$ cat src/rtl/pdw_pkg.sv
package pdw_pkg;

   localparam int VID_W  = 16;
   localparam int TYPE_W = 8;
   localparam int IDX_W  = 8;
   localparam int DW     = 32;
   localparam int KEY_W  = VID_W + TYPE_W;

   typedef enum logic [2:0] {
      ERR_NONE  = 3'd0,
      ERR_ABORT = 3'd1,
      ERR_XCHG  = 3'd2,
      ERR_LEN   = 3'd3,
      ERR_OVFL  = 3'd4
   } fault_e;

   typedef enum logic [2:0] {
      ST_IDLE,
      ST_ABORT,
      ST_ISSUE,
      ST_GAP,
      ST_DONE,
      ST_FAIL
   } walk_st_e;

   // response dword: next index on top, type in the middle, vendor low
   typedef struct packed {
      logic [IDX_W-1:0]  nxt;
      logic [TYPE_W-1:0] ptype;
      logic [VID_W-1:0]  vid;
   } disc_rsp_t;

   function automatic logic [DW-1:0] pack_query(input logic [IDX_W-1:0] idx);
      return {{(DW-IDX_W){1'b0}}, idx};
   endfunction

endpackage

$ cat src/rtl/pdw_rsp_decode.sv
module pdw_rsp_decode
   import pdw_pkg::*;
#(
   parameter int BYTES_W   = 8,
   parameter int EXP_BYTES = 4
) (
   input  logic [DW-1:0]      rdata_i,
   input  logic [BYTES_W-1:0] rbytes_i,
   output disc_rsp_t          rsp_o,
   output logic               len_ok_o
);

   initial begin
      assert (BYTES_W >= 3) else $error("pdw_rsp_decode: BYTES_W too narrow for byte count");
      assert (EXP_BYTES == DW / 8) else $error("pdw_rsp_decode: EXP_BYTES must be one dword");
   end

   assign rsp_o    = disc_rsp_t'(rdata_i);
   assign len_ok_o = (rbytes_i == BYTES_W'(EXP_BYTES));

endmodule

$ cat src/rtl/pdw_table.sv
module pdw_table
   import pdw_pkg::*;
#(
   parameter int              SLOTS     = 8,
   parameter logic [VID_W-1:0]  STD_VID   = 16'h0001,
   parameter logic [TYPE_W-1:0] DISC_TYPE = 8'h00,
   localparam int             CNT_W     = $clog2(SLOTS + 1)
) (
   input  logic              clk,
   input  logic              rst_n,
   input  logic              clr_i,
   input  logic              wr_i,
   input  logic [VID_W-1:0]  wr_vid_i,
   input  logic [TYPE_W-1:0] wr_type_i,
   input  logic [VID_W-1:0]  lk_vid_i,
   input  logic [TYPE_W-1:0] lk_type_i,
   output logic              lk_hit_o,
   output logic [CNT_W-1:0]  count_o,
   output logic              last_free_o
);

   initial begin
      assert (SLOTS >= 1 && SLOTS <= 256) else $error("pdw_table: SLOTS out of range");
   end

   logic [KEY_W-1:0] key_q [SLOTS];
   logic [SLOTS-1:0] vld_q;
   logic [SLOTS-1:0] match;
   logic [CNT_W-1:0] cnt_q;
   logic [KEY_W-1:0] wr_key;
   logic [KEY_W-1:0] lk_key;
   logic             room;
   logic             disc_pair;

   // vendor shifted up by the type width, type in the low byte
   assign wr_key = {wr_vid_i, wr_type_i};
   assign lk_key = {lk_vid_i, lk_type_i};
   assign room   = (cnt_q < CNT_W'(SLOTS));

   always_ff @(posedge clk or negedge rst_n) begin
      if (!rst_n) begin
         for (int s = 0; s < SLOTS; s++) key_q[s] <= '0;
         vld_q <= '0;
      end else if (clr_i) begin
         vld_q <= '0;
      end else if (wr_i && room) begin
         for (int s = 0; s < SLOTS; s++) begin
            if (cnt_q == CNT_W'(s)) begin
               key_q[s] <= wr_key;
               vld_q[s] <= 1'b1;
            end
         end
      end
   end

   always_ff @(posedge clk or negedge rst_n) begin
      if (!rst_n)             cnt_q <= '0;
      else if (clr_i)         cnt_q <= '0;
      else if (wr_i && room)  cnt_q <= cnt_q + 1'b1;
   end

   generate
      for (genvar s = 0; s < SLOTS; s++) begin : g_match
         assign match[s] = vld_q[s] && (key_q[s] == lk_key);
      end
   endgenerate

   assign disc_pair   = (lk_vid_i == STD_VID) && (lk_type_i == DISC_TYPE);
   assign lk_hit_o    = disc_pair || (|match);
   assign count_o     = cnt_q;
   assign last_free_o = (cnt_q == CNT_W'(SLOTS - 1));

   // the count moves by one step at a time, or drops to empty
   a_r6_count_step: assert property (@(posedge clk) disable iff (!rst_n)
      (cnt_q != $past(cnt_q)) |-> (cnt_q == $past(cnt_q) + 1'b1 || cnt_q == '0));

   // never more entries than slots
   a_r6_count_bound: assert property (@(posedge clk) disable iff (!rst_n)
      cnt_q <= CNT_W'(SLOTS));

   // a clear leaves the table empty
   a_r12_clear_empties: assert property (@(posedge clk) disable iff (!rst_n)
      clr_i |=> (cnt_q == '0 && vld_q == '0));

endmodule

$ cat src/rtl/pdw_seq.sv
module pdw_seq
   import pdw_pkg::*;
(
   input  logic             clk,
   input  logic             rst_n,
   input  logic             start_i,
   input  logic             abt_done_i,
   input  logic             abt_ok_i,
   input  logic             xchg_done_i,
   input  logic             xchg_ok_i,
   input  logic             len_ok_i,
   input  logic [IDX_W-1:0] rsp_nxt_i,
   input  logic             last_free_i,
   output logic             abt_req_o,
   output logic             xchg_req_o,
   output logic [IDX_W-1:0] qidx_o,
   output logic             tbl_clr_o,
   output logic             tbl_wr_o,
   output logic             walk_done_o,
   output logic             walk_err_o,
   output fault_e           fault_o
);

   walk_st_e         state_q, state_d;
   fault_e           fault_q, fault_d;
   logic [IDX_W-1:0] idx_q, idx_d;
   logic             can_start;
   logic             rsp_good;

   assign can_start = (state_q == ST_IDLE) || (state_q == ST_DONE) || (state_q == ST_FAIL);
   assign rsp_good  = (state_q == ST_ISSUE) && xchg_done_i && xchg_ok_i && len_ok_i;

   always_comb begin
      state_d = state_q;
      fault_d = fault_q;
      idx_d   = idx_q;
      unique case (state_q)
         ST_IDLE, ST_DONE, ST_FAIL: begin
            if (start_i) begin
               state_d = ST_ABORT;
               fault_d = ERR_NONE;
               idx_d   = '0;
            end
         end
         ST_ABORT: begin
            if (abt_done_i) begin
               if (abt_ok_i) begin
                  state_d = ST_ISSUE;
               end else begin
                  state_d = ST_FAIL;
                  fault_d = ERR_ABORT;
               end
            end
         end
         ST_ISSUE: begin
            if (xchg_done_i) begin
               if (!xchg_ok_i) begin
                  state_d = ST_FAIL;
                  fault_d = ERR_XCHG;
               end else if (!len_ok_i) begin
                  state_d = ST_FAIL;
                  fault_d = ERR_LEN;
               end else if (rsp_nxt_i == '0) begin
                  state_d = ST_DONE;
               end else if (last_free_i) begin
                  state_d = ST_FAIL;
                  fault_d = ERR_OVFL;
               end else begin
                  state_d = ST_GAP;
                  idx_d   = rsp_nxt_i;
               end
            end
         end
         ST_GAP:  state_d = ST_ISSUE;
         default: state_d = ST_IDLE;
      endcase
   end

   always_ff @(posedge clk or negedge rst_n) begin
      if (!rst_n) begin
         state_q <= ST_IDLE;
         fault_q <= ERR_NONE;
         idx_q   <= '0;
      end else begin
         state_q <= state_d;
         fault_q <= fault_d;
         idx_q   <= idx_d;
      end
   end

   assign abt_req_o   = (state_q == ST_ABORT);
   assign xchg_req_o  = (state_q == ST_ISSUE);
   assign qidx_o      = idx_q;
   assign tbl_clr_o   = can_start && start_i;
   assign tbl_wr_o    = rsp_good;
   assign walk_done_o = (state_q == ST_DONE);
   assign walk_err_o  = (state_q == ST_FAIL);
   assign fault_o     = fault_q;

   // request and queried index held until the engine answers
   a_r13_req_hold: assert property (@(posedge clk) disable iff (!rst_n)
      (xchg_req_o && !xchg_done_i) |=> (xchg_req_o && $stable(qidx_o)));

   // one idle cycle follows every completion
   a_r13_req_gap: assert property (@(posedge clk) disable iff (!rst_n)
      (xchg_req_o && xchg_done_i) |=> !xchg_req_o);

   // failed abort ends the walk without any exchange
   a_r3_abort_fail: assert property (@(posedge clk) disable iff (!rst_n)
      (abt_req_o && abt_done_i && !abt_ok_i) |=> (walk_err_o && fault_q == ERR_ABORT && !xchg_req_o));

   // a good response pointing at index 0 completes the walk
   a_r5_zero_ends: assert property (@(posedge clk) disable iff (!rst_n)
      (xchg_req_o && xchg_done_i && xchg_ok_i && len_ok_i && rsp_nxt_i == '0) |=> (walk_done_o && !walk_err_o));

   // a failed exchange stops the walk with its code
   a_r9_xchg_fail: assert property (@(posedge clk) disable iff (!rst_n)
      (xchg_req_o && xchg_done_i && !xchg_ok_i) |=> (walk_err_o && fault_q == ERR_XCHG));

   // a wrong byte count stops the walk with its code
   a_r10_bad_len: assert property (@(posedge clk) disable iff (!rst_n)
      (xchg_req_o && xchg_done_i && xchg_ok_i && !len_ok_i) |=> (walk_err_o && fault_q == ERR_LEN));

endmodule

$ cat src/rtl/proto_disc_walker.sv
module proto_disc_walker
   import pdw_pkg::*;
#(
   parameter int                SLOTS     = 8,
   parameter int                BYTES_W   = 8,
   parameter logic [VID_W-1:0]  STD_VID   = 16'h0001,
   parameter logic [TYPE_W-1:0] DISC_TYPE = 8'h00,
   localparam int               CNT_W     = $clog2(SLOTS + 1)
) (
   input  logic               clk,
   input  logic               rst_n,
   input  logic               start_i,
   output logic               abort_req_o,
   input  logic               abort_done_i,
   input  logic               abort_ok_i,
   output logic               xchg_req_o,
   output logic [VID_W-1:0]   xchg_vid_o,
   output logic [TYPE_W-1:0]  xchg_type_o,
   output logic [DW-1:0]      xchg_wdata_o,
   input  logic               xchg_done_i,
   input  logic               xchg_ok_i,
   input  logic [BYTES_W-1:0] xchg_rbytes_i,
   input  logic [DW-1:0]      xchg_rdata_i,
   output logic               walk_done_o,
   output logic               walk_err_o,
   output logic [2:0]         walk_fault_o,
   output logic [CNT_W-1:0]   tbl_count_o,
   input  logic [VID_W-1:0]   lk_vid_i,
   input  logic [TYPE_W-1:0]  lk_type_i,
   output logic               lk_hit_o
);

   initial begin
      assert (VID_W + TYPE_W + IDX_W == DW) else $error("proto_disc_walker: response fields must fill one dword");
   end

   disc_rsp_t        rsp;
   logic             len_ok;
   logic             last_free;
   logic             tbl_clr;
   logic             tbl_wr;
   logic [IDX_W-1:0] qidx;
   fault_e           fault;

   pdw_rsp_decode #(
      .BYTES_W   (BYTES_W),
      .EXP_BYTES (DW / 8)
   ) u_dec (
      .rdata_i  (xchg_rdata_i),
      .rbytes_i (xchg_rbytes_i),
      .rsp_o    (rsp),
      .len_ok_o (len_ok)
   );

   pdw_seq u_seq (
      .clk         (clk),
      .rst_n       (rst_n),
      .start_i     (start_i),
      .abt_done_i  (abort_done_i),
      .abt_ok_i    (abort_ok_i),
      .xchg_done_i (xchg_done_i),
      .xchg_ok_i   (xchg_ok_i),
      .len_ok_i    (len_ok),
      .rsp_nxt_i   (rsp.nxt),
      .last_free_i (last_free),
      .abt_req_o   (abort_req_o),
      .xchg_req_o  (xchg_req_o),
      .qidx_o      (qidx),
      .tbl_clr_o   (tbl_clr),
      .tbl_wr_o    (tbl_wr),
      .walk_done_o (walk_done_o),
      .walk_err_o  (walk_err_o),
      .fault_o     (fault)
   );

   pdw_table #(
      .SLOTS     (SLOTS),
      .STD_VID   (STD_VID),
      .DISC_TYPE (DISC_TYPE)
   ) u_tbl (
      .clk         (clk),
      .rst_n       (rst_n),
      .clr_i       (tbl_clr),
      .wr_i        (tbl_wr),
      .wr_vid_i    (rsp.vid),
      .wr_type_i   (rsp.ptype),
      .lk_vid_i    (lk_vid_i),
      .lk_type_i   (lk_type_i),
      .lk_hit_o    (lk_hit_o),
      .count_o     (tbl_count_o),
      .last_free_o (last_free)
   );

   assign xchg_vid_o   = STD_VID;
   assign xchg_type_o  = DISC_TYPE;
   assign xchg_wdata_o = pack_query(qidx);
   assign walk_fault_o = fault;

   // storing into the last slot with the chain still open is an overflow
   a_r11_overflow: assert property (@(posedge clk) disable iff (!rst_n)
      (xchg_req_o && xchg_done_i && xchg_ok_i && len_ok && rsp.nxt != '0
       && tbl_count_o == CNT_W'(SLOTS - 1)) |=> (walk_err_o && walk_fault_o == 3'd4));

   // done and error never together
   a_r5_done_err_excl: assert property (@(posedge clk) disable iff (!rst_n)
      !(walk_done_o && walk_err_o));

endmodule

$ cat config.mk
export PLATFORM = sky130hd
export DESIGN_NAME = proto_disc_walker
export DESIGN_NICKNAME = d
export VERILOG_FILES = /design/src/rtl/pdw_pkg.sv /design/src/rtl/pdw_rsp_decode.sv /design/src/rtl/pdw_table.sv /design/src/rtl/pdw_seq.sv /design/src/rtl/proto_disc_walker.sv
export SDC_FILE = /design/constraint.sdc
export NUM_CORES = 1
export LEC_CHECK = 0
export BUFFER_PORTS_ARGS = -buffer_cell sky130_fd_sc_hd__buf_2
export CORE_MARGIN = 1
export CORE_UTILIZATION = 45
export DETAILED_ROUTE_END_ITERATION = 10
export GPL_TIMING_DRIVEN = 0
export PLACE_DENSITY = 0.75
export SLEW_MARGIN = 25
export SYNTH_ARGS = -nofsm -noshare
export SYNTH_HDL_FRONTEND = slang
export SYNTH_SLANG_ARGS = --single-unit
$ cat constraint.sdc
create_clock -name clk -period 5.3 [get_ports clk]
set_input_delay 1.06 -clock clk [delete_from_list [all_inputs] [get_ports clk]]
set_output_delay 1.06 -clock clk [all_outputs]
set_load 0.01 [all_outputs]
==> results by group, run 1 <==
Floorplanning
  • Starting Density: between 40% and 50%
  • Core Footprint: 0.0253 sq mm
  • Horiz. Die Dim: between 150 and 200 um
  • Number of rows created at floorplan: just under 60
  • Die H: 163 um
  • Die area: around 0.027 sq mm
  • Number of ports placed on the die boundary: around 140

Flow run
  • Max-cap violation count: 0

Finish
  • Final instance area: between 0.01 and 0.015 sq mm
  • Net count, final: 1,118
  • Count of inserted antenna diode cells: 0
  • Filler cells: between 2,000 and 2,500
  • P&R area growth vs syn: 15.5%
  • Layout cells sized above 1: 36.0%

Power
  • Pwr/cell area: 297 mW/mm^2
  • Cell internal power dissipation: 2.94 mW
  • Portion of total power attributed to sequential cells: around 43%
  • Combinational share of power: about 14%
  • Switching part of the total power: 26.4%
  • IR drop worst, VDD: 0.000212 V
  • Leakage power figure: around 7.0 nW
  • Switching power: ~1.1 mW
  • Clock power share: a little over two fifths
  • Total design power: 3.99 mW

Timing
  • Worst-case clock skew: 26.5 ps
  • Max Transition Viols Final: 0
  • Highest attainable clock frequency: approximately 220 MHz
  • Setup-failing EPs final: 0
  • Hold Vio Cnt, Final: 0
  • Worst rel slew slack: around a third
  • Measured slew at the worst slew-check pin: just under 1000 ps
  • Setup repair after global routing missed its margin: false
  • Portion of the clock cycle consumed by the worst path in the final layout: 84.5%
  • Final min period: 4480 ps

Clocking
  • H-tree depth reported by CTS: 1
  • Clock latency at the later pin of the worst-skew pair: roughly 530 ps
  • Post-CTS Setup Repair Bufs: 0
  • Clock edge transition at the registers on the reported setup and hold paths: roughly 60 ps
  • Number of buffers on the longest clock path: 3
  • Total number of clock tree sinks: approximately 220
  • CTS buffer count: 24
  • Clock tree from TritonCTS: yes
  • Cell at the root of the clock tree: sky130_fd_sc_hd__clkbuf_16
  • CTS Hold Bufs: 0
  • Cells resized by post-CTS repair: 0

Synthesis
  • Flip-flop and latch count after synthesis: between 200 and 250
  • Number of different library cells in the post-synthesis netlist: 45
  • Cell count after synthesis: between 900 and 1,000
  • Adder-cell area share of the yosys netlist: less than 1%
  • Number of enable-type register cells in the synthesized netlist: 0
  • Main area contributors after synthesis: sky130_fd_sc_hd__dfrtp_1, sky130_fd_sc_hd__mux2_4, sky130_fd_sc_hd__xor2_1, sky130_fd_sc_hd__mux2_2, sky130_fd_sc_hd__xnor2_1
  • Mean area per synthesized cell: about 13 sq um
  • Sequential element share of the synthesized area: 46.8%
  • Cell taking the most area after synthesis: sky130_fd_sc_hd__dfrtp_1
  • Xor-xnor portion of the synthesized cell area: approximately 14%
  • Fraction of post-synthesis cell area in the top cell type by area: 46.8%
  • Simple-Gate Fraction of Synth Area: roughly 7.5%
  • Combined area of all synthesized cells: ~0.012 sq mm
  • Async set-or-reset flop fraction in the synthesized netlist: between 90% and 100%
  • Dominant combinational cell family by area after synthesis: multiplexers
  • Most frequent cell after synthesis: sky130_fd_sc_hd__dfrtp_1
  • Commonest register cell after synthesis: sky130_fd_sc_hd__dfrtp_1
  • Complex-gate fraction of the synthesized area: approximately 1.5%
  • Number of warnings reported in the yosys synthesis log: 0
  • Share of cell area taken by muxes after synthesis: a little under a quarter
  • Commonest cells in the synthesized netlist: sky130_fd_sc_hd__dfrtp_1, sky130_fd_sc_hd__mux2_4, sky130_fd_sc_hd__xor2_1

Worst setup path
  • Category of the worst setup path launch point: input port
  • Data required time of the worst path: roughly 4200 ps
  • Flop-to-flop setup slack: about 2800 ps
  • Maximum fanout along the worst path: 9
  • Category of the critical setup timing path: in2out
  • Reg2Reg Capture Point: u_tbl.key_q[4]
  • WP data arrival: 3420 ps
  • Worst reg2reg startpoint: u_seq.state_q[1]
  • Type of element capturing the critical path: primary output
  • Length in cells of the worst reg-to-reg path: 9

Hold path
  • Hold WC Path Type: in2async

Placement
  • HPWL after detailed placement: 20,800 um
  • Count of buffers inserted at the top-level ports: 66
  • Final weighted congestion in routability-driven placement: 0.917
  • Placed Instance Area: ~0.013 sq mm

Global routing
  • Largest net degree at the start of global routing: around 90
  • GRT Util Overall: ~23%
  • Wire length of the first global-routing pass: 45,500 um
  • Initial antenna violation count: 0
  • Via count of the first global-routing pass: 7,546
  • Total gr overflow: 0

Route
  • Drt via density: between 5 and 6
  • DRC Markers: 0
  • Total vias in the final route: 7,306
  • WL final: 29,400 um
  • Detailed router's first-iteration violation count: 516
  • Routed wire per std cell: approximately 21 um
  • Total iterations of the first detailed-routing run: 5
  • Post-route antenna net violation count: 0

Outcome
  • Run status: completed
sequential cells by signal, indices dropped and copies added, names as in the netlist:
| name | flops |
|---|---|
| u_seq.fault_o | 3 |
| u_seq.qidx_o | 8 |
| u_seq.state_q | 3 |
| u_tbl.count_o | 4 |
| u_tbl.key_q | 192 |
| u_tbl.vld_q | 8 |
logic make-up (layout without fill, tap and decap cells):
family,after synthesis,count (layout)
DFF,218,218
muxes,202,202
xor gates and xnor gates,190,190
and+or+nand+nor,147,147
buffers and inverters,113,224
AOI/OAI and AO/OA,27,27
adders and majority gates,4,4
other,2,48
per-layer routing:
layer / part of all wire (%) / vias to the layer above / track usage (%)
li1: - / 3292 / -
met1: 44 / 3656 / 30.5
met2: 45 / 288 / 36.2
met3: 6.2 / 70 / 3.90
met4: 4.9 / 0 / 11.1
met5: 0 / - / 0
worst max-delay path: stages:
cell	delay, ps
sky130_fd_sc_hd__clkbuf_1	620
sky130_fd_sc_hd__xor2_1	190
sky130_fd_sc_hd__nor4_1	470
sky130_fd_sc_hd__nand3_1	140
sky130_fd_sc_hd__nor4_1	500
sky130_fd_sc_hd__nor4_1	110
sky130_fd_sc_hd__nand4_1	160
sky130_fd_sc_hd__buf_2	160
placed cells by master (no fill, tap or decap), types with 9 or more instances in the layout:
cell / netlist / routed
sky130_fd_sc_hd__a21oi_1: 10 / 10
sky130_fd_sc_hd__nor4_1: 36 / 36
sky130_fd_sc_hd__nand4_1: 21 / 21
sky130_fd_sc_hd__buf_2: 2 / 67
sky130_fd_sc_hd__clkbuf_16: 0 / 24
sky130_fd_sc_hd__xor2_1: 106 / 106
sky130_fd_sc_hd__conb_1: 2 / 48
sky130_fd_sc_hd__mux2i_1: 9 / 9
sky130_fd_sc_hd__nand2_1: 33 / 33
sky130_fd_sc_hd__nor3_1: 11 / 11
sky130_fd_sc_hd__clkbuf_1: 26 / 27
sky130_fd_sc_hd__inv_1: 18 / 18
sky130_fd_sc_hd__xnor2_1: 84 / 84
sky130_fd_sc_hd__mux2_4: 114 / 114
sky130_fd_sc_hd__buf_4: 53 / 53
sky130_fd_sc_hd__dfrtp_1: 218 / 218
sky130_fd_sc_hd__buf_6: 12 / 12
sky130_fd_sc_hd__nand3_1: 16 / 16
sky130_fd_sc_hd__mux2_2: 79 / 79
power by group through the flow:
stage / clock network, mW / logic, mW / registers, mW
4_1_cts: 1.75 / 0.544 / 1.73
3_3_place_gp: 0 / 0.530 / 1.76
5_1_grt: 1.82 / 0.596 / 1.73
3_5_place_dp: 0 / 0.543 / 1.76
2_1_floorplan: 0 / 0.325 / 1.77
6_report: 1.72 / 0.542 / 1.73
how the worst max path moves through the flow:
stage,depth (start not counted),start,endpoint
floorplan,7,lk_vid_i[11],lk_hit_o
global placement,1,rst_n,u_tbl.key_q[1]
detailed placement,8,lk_vid_i[1],lk_hit_o
CTS,8,lk_vid_i[1],lk_hit_o
global route,8,lk_vid_i[1],lk_hit_o
finish,8,lk_vid_i[1],lk_hit_o
through the flow:
stage          util, %  std cells  setup WS [ps]  setup TNS, ps  hold slack (ps)
2_1_floorplan        -        949           1930              0              446
3_3_place_gp      49.7       1345           -668        -141970              458
3_5_place_dp      50.0       1347            842              0              464
4_1_cts           53.3       1390            866              0              471
5_1_grt           53.3       1390            753              0              482
6_report          53.3       1390            821              0              459
cell type report:
| type | count | area (sq um) | area share, % |
|---|---|---|---|
| timing repair buffer | 68 | 395 | 2.94 |
| clock inverter | 11 | 124 | 0.921 |
| inverter | 18 | 67.6 | 0.502 |
| clock buffer | 32 | 701 | 5.21 |
| multi-input combinational | 618 | 5630 | 41.9 |
| sequential | 218 | 5460 | 40.6 |
| tap | 330 | 413 | 3.07 |
| buffer | 95 | 664 | 4.94 |
(Power assumes the default switching activity.)
==> run 2: changes to the inputs <==
--- a/config.mk
+++ b/config.mk
@@ -10,7 +10,7 @@
 export CORE_UTILIZATION = 45
 export DETAILED_ROUTE_END_ITERATION = 10
 export GPL_TIMING_DRIVEN = 0
-export PLACE_DENSITY = 0.75
+export PLACE_DENSITY = 0.78
 export SLEW_MARGIN = 25
 export SYNTH_ARGS = -nofsm -noshare
 export SYNTH_HDL_FRONTEND = slang
==> constraint.sdc (replaced) <==
create_clock -name clk -period 3.7 [get_ports clk]
set_input_delay 0.74 -clock clk [delete_from_list [all_inputs] [get_ports clk]]
set_output_delay 0.74 -clock clk [all_outputs]
set_load 0.01 [all_outputs]
==> results by group, run 2 (synthesis gave the netlist of run 1 again) <==
Outcome
  • Run status: completed (unchanged)

Floorplanning
  • Number of ports placed on the die boundary: 139 (unchanged)
  • Number of rows created at floorplan: 58 (unchanged)
  • Horiz. Die Dim: 163 um (unchanged)
  • Die H: 163 um (unchanged)
  • Starting Density: 46.1% (unchanged)
  • Core Footprint: 0.0253 sq mm (unchanged)
  • Die area: 0.0265 sq mm (unchanged)

Clocking
  • CTS Hold Bufs: 0 (unchanged)
  • Post-CTS Setup Repair Bufs: 0 (unchanged)
  • Total number of clock tree sinks: 218 (unchanged)
  • Clock tree from TritonCTS: yes (unchanged)
  • Cell at the root of the clock tree: sky130_fd_sc_hd__clkbuf_16 (unchanged)
  • Clock edge transition at the registers on the reported setup and hold paths: 60 ps (about the same)
  • Number of buffers on the longest clock path: 3 (unchanged)
  • H-tree depth reported by CTS: 1 (unchanged)
  • Clock latency at the later pin of the worst-skew pair: 540 ps (was 530 ps)
  • CTS buffer count: 24 (unchanged)

Global routing
  • Largest net degree at the start of global routing: 94 (was 89)
  • Met1 layer usage reported by global route: 30.7% (was 30.5%)
  • Global-route track usage on met2: 37.2% (was 36.2%)
  • Wire length of the first global-routing pass: 45,600 um (was 45,500 um)
  • Routing layer with the top usage in global route: met2 (unchanged)
  • Global-route track usage on met3: 4.15% (was 3.90%)
  • Via count of the first global-routing pass: 7,650 (was 7,546)
  • Initial antenna violation count: 1 (was 0)
  • Total gr overflow: 0 (unchanged)
  • GRT Util Overall: 23.1% (was 22.9%)

Finish
  • Most common cell after layout, fill and taps aside: sky130_fd_sc_hd__dfrtp_1 (unchanged)
  • Top register by number of flip-flops: u_tbl.key_q (unchanged)
  • Final core utilization: 53.3% (about the same)
  • Net count, final: 1,118 (unchanged)
  • Number of non-filler instances in the completed layout: 1,391 (was 1,390)
  • P&R area growth vs syn: 15.7% (was 15.5%)
  • Final instance area: 0.0135 sq mm (about the same)
  • Flip-flop count of the largest register after layout: 192 (unchanged)
  • Count of inserted antenna diode cells: 0 (unchanged)
  • Filler cells: 2,146 (was 2,132)
  • Commonest non-fill, non-tap cells in the layout: sky130_fd_sc_hd__dfrtp_1, sky130_fd_sc_hd__mux2_4, sky130_fd_sc_hd__xor2_1, sky130_fd_sc_hd__xnor2_1, sky130_fd_sc_hd__mux2_2 (unchanged)
  • Layout cells sized above 1: 36.0% (about the same)

Hold path
  • Hold WC Path Type: in2async (unchanged)

Worst setup path
  • Type of element capturing the critical path: primary output (unchanged)
  • Maximum fanout along the worst path: 9 (unchanged)
  • Buffering stage count on the worst path with inverters included: 2 (unchanged)
  • Critical-path top delay cell: sky130_fd_sc_hd__clkbuf_1 (unchanged)
  • Max incr delay on CP: 660 ps (was 620 ps)
  • Cells along the critical path: clkbuf_1, xor2_1, nor3_1, nand3_1, nor4_1, a31oi_1, nand4_1, buf_2 (was clkbuf_1, xor2_1, nor4_1, nand3_1, nor4_1, nor4_1, nand4_1, buf_2)
  • Category of the critical setup timing path: in2out (unchanged)
  • WP data arrival: 2930 ps (was 3420 ps)
  • Category of the worst setup path launch point: input port (unchanged)
  • Family of cells with the greatest summed delay on the critical path: simple AND/OR/NAND/NOR gates (unchanged)
  • Data required time of the worst path: 2960 ps (was 4240 ps)

Timing
  • Measured slew at the worst slew-check pin: 981 ps (about the same)
  • Worst rel slew slack: 34.6% (about the same)
  • Final min period: 3670 ps
  • Setup repair after global routing missed its margin: false (unchanged)
  • Worst hold margin: 136 ps (was 459 ps)
  • Setup-failing EPs final: 0 (unchanged)
  • TNS Setup: 0 ps (unchanged)
  • Max Transition Viols Final: 0 (unchanged)
  • Worst-case clock skew: 27.7 ps (was 26.5 ps)
  • Minimum setup slack in the final design: 33.3 ps (was 821 ps)
  • Portion of the clock cycle consumed by the worst path in the final layout: ~99%
  • Hold Vio Cnt, Final: 0 (unchanged)
  • Highest attainable clock frequency: 273 MHz

Power
  • Cell internal power dissipation: 4.27 mW (was 2.94 mW)
  • Switching part of the total power: 26.3% (was 26.4%)
  • Portion of total power attributed to sequential cells: 42.8% (was 43.3%)
  • Total design power: 5.80 mW (was 3.99 mW)
  • Switching power: 1.53 mW (was 1.05 mW)
  • IR drop worst, VDD: 0.000423 V (was 0.000212 V)
  • Leakage power figure: 6.99 nW (about the same)
  • Combinational share of power: 13.6% (about the same)
  • Clock power share: 43.6% (was 43.2%)
  • Pwr/cell area: 430 mW/mm^2 (was 297 mW/mm^2)

Route
  • DRC Markers: 0 (unchanged)
  • Total iterations of the first detailed-routing run: 5 (unchanged)
  • Post-route antenna net violation count: 0 (unchanged)
  • Routed wire per std cell: 21.7 um (was 21.2 um)
  • Drt via density: 5.36 (was 5.26)
  • Detailed router's first-iteration violation count: 601 (was 516)
  • Total vias in the final route: 7,451 (was 7,306)
  • WL final: 30,100 um (was 29,400 um)

Placement
  • Number of placed instances with taps included: 1,347 (unchanged)
  • Count of buffers inserted at the top-level ports: 66 (unchanged)
  • HPWL after detailed placement: 21,200 um (was 20,800 um)
  • DP Worst Slack: -41.7 ps (was 842 ps)
  • Placed Instance Area: 0.0126 sq mm (unchanged)
  • Final weighted congestion in routability-driven placement: 0.916 (was 0.917)

Flow run
  • Max-cap violation count: 0 (unchanged)
## run 2: cell count changes in the layout (fill, tap and decap cells not counted), sizes merged
cell | before | now
clkinv | 7 | 3
clkbuf | 58 | 62
bufinv | 2 | 3
inv | 20 | 18
clkinvlp | 0 | 2
## run 2: per-layer routing
layer	vias up	wire (um)
met1	3772	12800
met4	2	1230
met2	315	13900
met5	-	13
li1	3288	-
met3	74	2230
## run 2: layout make-up
class / instances / area, sq um / share of cell area [%]
Timing Repair Buffer: 68 / 395 / 2.94
Inverter: 18 / 67.6 / 0.502
Buffer: 95 / 669 / 4.97
Sequential cell: 218 / 5460 / 40.5
Multi-Input combinational cell: 618 / 5630 / 41.8
Clock inverter: 8 / 131 / 0.975
Clock buffer: 36 / 706 / 5.24
Tap cell: 330 / 413 / 3.07
## run 2: worst register-to-register path, delay by kind of cell, from the launching register on
| kind | cells | cell delay, ps |
|---|---|---|
| buf+inv | 4 | 830 |
| flops | 1 | 350 |
| mux | 1 | 380 |
| simple gates | 4 | 740 |
## run 2: repair_timing
item,CTS,global route
resized for setup,2,5
setup endpoints to repair,1,1
pin swaps,0,0
## run 2: final timing paths
path                       cells after the start                to  slack, ps              from
setup reg to reg                               9    u_tbl.key_q[1]       1280  u_seq.state_q[1]
setup / recovery                               8          lk_hit_o         30      lk_vid_i[13]
hold reg to reg                                2    u_tbl.vld_q[3]        490    u_tbl.vld_q[3]
max in group asynchronous                      2  u_tbl.key_q[163]       2700             rst_n
min in group clk                               3   u_seq.qidx_o[2]        470  xchg_rdata_i[26]
hold / removal                                 1  u_tbl.key_q[156]        140             rst_n
## run 2: power groups by stage
stage	sequential, mW	clock, mW	combinational [mW]
final	2.48	2.53	0.788
after floorplan	2.53	0	0.465
after global placement	2.52	0	0.763
after global routing	2.48	2.66	0.857
after detailed placement	2.52	0	0.786
after CTS	2.48	2.55	0.786
==> run 3: changes to the inputs <==
--- a/config.mk
+++ b/config.mk
@@ -9,8 +9,8 @@
 export CORE_MARGIN = 1
 export CORE_UTILIZATION = 45
 export DETAILED_ROUTE_END_ITERATION = 10
-export GPL_TIMING_DRIVEN = 0
 export PLACE_DENSITY = 0.78
+export RECOVER_POWER = 100
 export SLEW_MARGIN = 25
 export SYNTH_ARGS = -nofsm -noshare
 export SYNTH_HDL_FRONTEND = slang
==> results by group, run 3 (synthesis gave the netlist of run 1 again) <==
Outcome
  • Run status: finished with violations (was completed)
  • Violations in the final reports: capacitance limit, slew limit

Finish
  • Flip-flop count of the largest register after layout: 192 (unchanged)
  • Top register by number of flip-flops: u_tbl.key_q (unchanged)
  • Commonest non-fill, non-tap cells in the layout: sky130_fd_sc_hd__dfrtp_1, sky130_fd_sc_hd__mux2_1, sky130_fd_sc_hd__xor2_1, sky130_fd_sc_hd__xnor2_1, sky130_fd_sc_hd__mux2_2 (was sky130_fd_sc_hd__dfrtp_1, sky130_fd_sc_hd__mux2_4, sky130_fd_sc_hd__xor2_1, sky130_fd_sc_hd__xnor2_1, sky130_fd_sc_hd__mux2_2)
  • P&R area growth vs syn: 6.94% (was 15.7%)
  • Net count, final: 1,053 (was 1,118)
  • Layout cells sized above 1: 21.1% (was 36.0%)
  • Most common cell after layout, fill and taps aside: sky130_fd_sc_hd__dfrtp_1 (unchanged)

Global routing
  • Via count of the first global-routing pass: 7,558 (was 7,650)
  • Total gr overflow: 0 (unchanged)
  • Largest net degree at the start of global routing: 95 (was 94)
  • Wire length of the first global-routing pass: 45,600 um (about the same)
  • GRT Util Overall: 23.1% (about the same)
  • Initial antenna violation count: 0 (was 1)

Timing
  • Portion of the clock cycle consumed by the worst path in the final layout: 89.1% (was 99.1%)
  • Measured slew at the worst slew-check pin: 2520 ps (was 981 ps)
  • Final min period: 3300 ps (was 3670 ps)
  • Worst rel slew slack: -67.7% (was 34.6%)
  • Hold Vio Cnt, Final: 0 (unchanged)
  • Setup-failing EPs final: 0 (unchanged)
  • Minimum setup slack in the final design: 402 ps (was 33.3 ps)
  • Max Transition Viols Final: 93 (was 0)
  • TNS Setup: 0 ps (unchanged)
  • Setup repair after global routing missed its margin: false (unchanged)
  • Worst-case clock skew: 21.8 ps (was 27.7 ps)
  • Highest attainable clock frequency: 303 MHz (was 273 MHz)

Floorplanning
  • Number of rows created at floorplan: 58 (unchanged)
  • Die area: 0.0265 sq mm (unchanged)
  • Core Footprint: 0.0253 sq mm (unchanged)
  • Starting Density: 46.1% (unchanged)
  • Horiz. Die Dim: 163 um (unchanged)
  • Number of ports placed on the die boundary: 139 (unchanged)
  • Die H: 163 um (unchanged)

Route
  • Post-route antenna net violation count: 0 (unchanged)
  • Drt via density: 5.45 (was 5.36)
  • DRC Markers: 0 (unchanged)
  • Total vias in the final route: 7,230 (was 7,451)
  • Routed wire per std cell: 22.3 um (was 21.7 um)
  • WL final: 29,600 um (was 30,100 um)
  • Total iterations of the first detailed-routing run: 4 (was 5)
  • Detailed router's first-iteration violation count: 646 (was 601)

Worst setup path
  • Category of the critical setup timing path: in2out (unchanged)
  • Data required time of the worst path: 2960 ps (about the same)
  • Cells along the critical path: clkbuf_2, xor2_1, nor4_1, nand3_1, nor4_1, a31oi_1, nand4_1, buf_2 (was clkbuf_1, xor2_1, nor3_1, nand3_1, nor4_1, a31oi_1, nand4_1, buf_2)
  • Type of element capturing the critical path: primary output (unchanged)
  • Flop-to-flop setup slack: 820 ps (was 1280 ps)
  • Max incr delay on CP: 570 ps (was 660 ps)
  • Critical-path top delay cell: sky130_fd_sc_hd__nor4_1 (was sky130_fd_sc_hd__clkbuf_1)
  • Maximum fanout along the worst path: 9 (unchanged)
  • Category of the worst setup path launch point: input port (unchanged)
  • WP data arrival: 2560 ps (was 2930 ps)
  • Worst path most repeated cell: sky130_fd_sc_hd__nor4_1

Placement
  • Count of buffers inserted at the top-level ports: 90 (was 66)
  • Final weighted congestion in routability-driven placement: 0.878 (was 0.916)
  • HPWL after detailed placement: 20,300 um (was 21,200 um)
  • DP Worst Slack: 468 ps (was -41.7 ps)

Clocking
  • H-tree depth reported by CTS: 1 (unchanged)
  • Clock edge transition at the registers on the reported setup and hold paths: 60 ps (about the same)
  • Post-CTS Setup Repair Bufs: 0 (unchanged)
  • CTS Hold Bufs: 0 (unchanged)
  • Clock tree from TritonCTS: yes (unchanged)
  • Number of buffers on the longest clock path: 3 (unchanged)
  • Total number of clock tree sinks: 218 (unchanged)
  • Clock latency at the later pin of the worst-skew pair: 520 ps (was 540 ps)
  • Cell at the root of the clock tree: sky130_fd_sc_hd__clkbuf_16 (unchanged)
  • CTS buffer count: 24 (unchanged)
  • Cells resized by post-CTS repair: 0 (was 2)

Power
  • Leakage power figure: 6.33 nW (was 6.99 nW)
  • Switching power: 1.48 mW (was 1.53 mW)
  • Pwr/cell area: 458 mW/mm^2 (was 430 mW/mm^2)
  • Clock power share: 44.1% (was 43.6%)
  • Total design power: 5.71 mW (was 5.80 mW)
  • Cell internal power dissipation: 4.23 mW (was 4.27 mW)
  • Portion of total power attributed to sequential cells: 43.7% (was 42.8%)
  • Combinational share of power: 12.3% (was 13.6%)
  • Switching part of the total power: 25.9% (was 26.3%)
  • IR drop worst, VDD: 0.000354 V (was 0.000423 V)

Hold path
  • Hold WC Path Type: reg2reg (was in2async)

Flow run
  • Max-cap violation count: 1 (was 0)
## run 3: cell types whose count changed in the layout (fill, tap and decap cells not counted), sizes merged
| cell | delta |
|---|---|
| buf | -63 |
| bufinv | -1 |
| clkinv | -1 |
| clkinvlp | -1 |
| diode | +2 |
## run 3: cell type report
type | count | area (sq um)
Fill cell | 2317 | 12800
Sequential cell | 218 | 5460
Multi-Input combinational cell | 618 | 5170
Clock buffer | 38 | 764
Timing Repair Buffer | 98 | 500
Tap cell | 330 | 413
Clock inverter | 5 | 81.3
Inverter | 18 | 67.6
Antenna cell | 2 | 5.00
## run 3: through the flow
stage	hold slack [ps]	instance area, sq um	utilization (%)	instances
finish	478	12500	49.3	1327
global route	468	12400	49.3	1325
CTS	276	13000	51.3	1325
detailed placement	463	12100	48.0	1282
global placement	459	12100	48.0	1282
floorplan	444	11800	-	949
## run 3: worst max-delay path: cells and delay by family
| family | cells | cell delay, ps |
|---|---|---|
| xor gates and xnor gates | 1 | 260 |
| buffers and inverters | 2 | 410 |
| AOI/OAI and AO/OA | 1 | 90 |
| and+or+nand+nor | 4 | 1050 |
## run 3: worst paths after layout
kind,startpoint,to,depth (start not counted)
setup / recovery,lk_vid_i[4],lk_hit_o,8
hold / removal,u_tbl.vld_q[1],u_tbl.vld_q[1],2
setup reg to reg,u_seq.state_q[1],u_tbl.key_q[154],5
hold reg to reg,u_tbl.vld_q[1],u_tbl.vld_q[1],2
max in group asynchronous,rst_n,u_tbl.key_q[73],1
min in group asynchronous,rst_n,u_tbl.key_q[102],1
## run 3: metal layers
layer	global-route usage [%]	routed length, um	up-vias
met5	0	0	-
met4	6.03	653	0
met3	4.30	1810	43
met1	31.2	12900	3791
li1	-	-	3158
met2	37.9	14200	238
## run 3: power groups by stage
stage	combinational (mW)	clock [mW]	sequential, mW
after global routing	0.771	2.66	2.50
after CTS	0.728	2.56	2.49
final	0.700	2.52	2.49
after floorplan	0.465	0	2.53
after global placement	0.711	0	2.53
after detailed placement	0.729	0	2.53
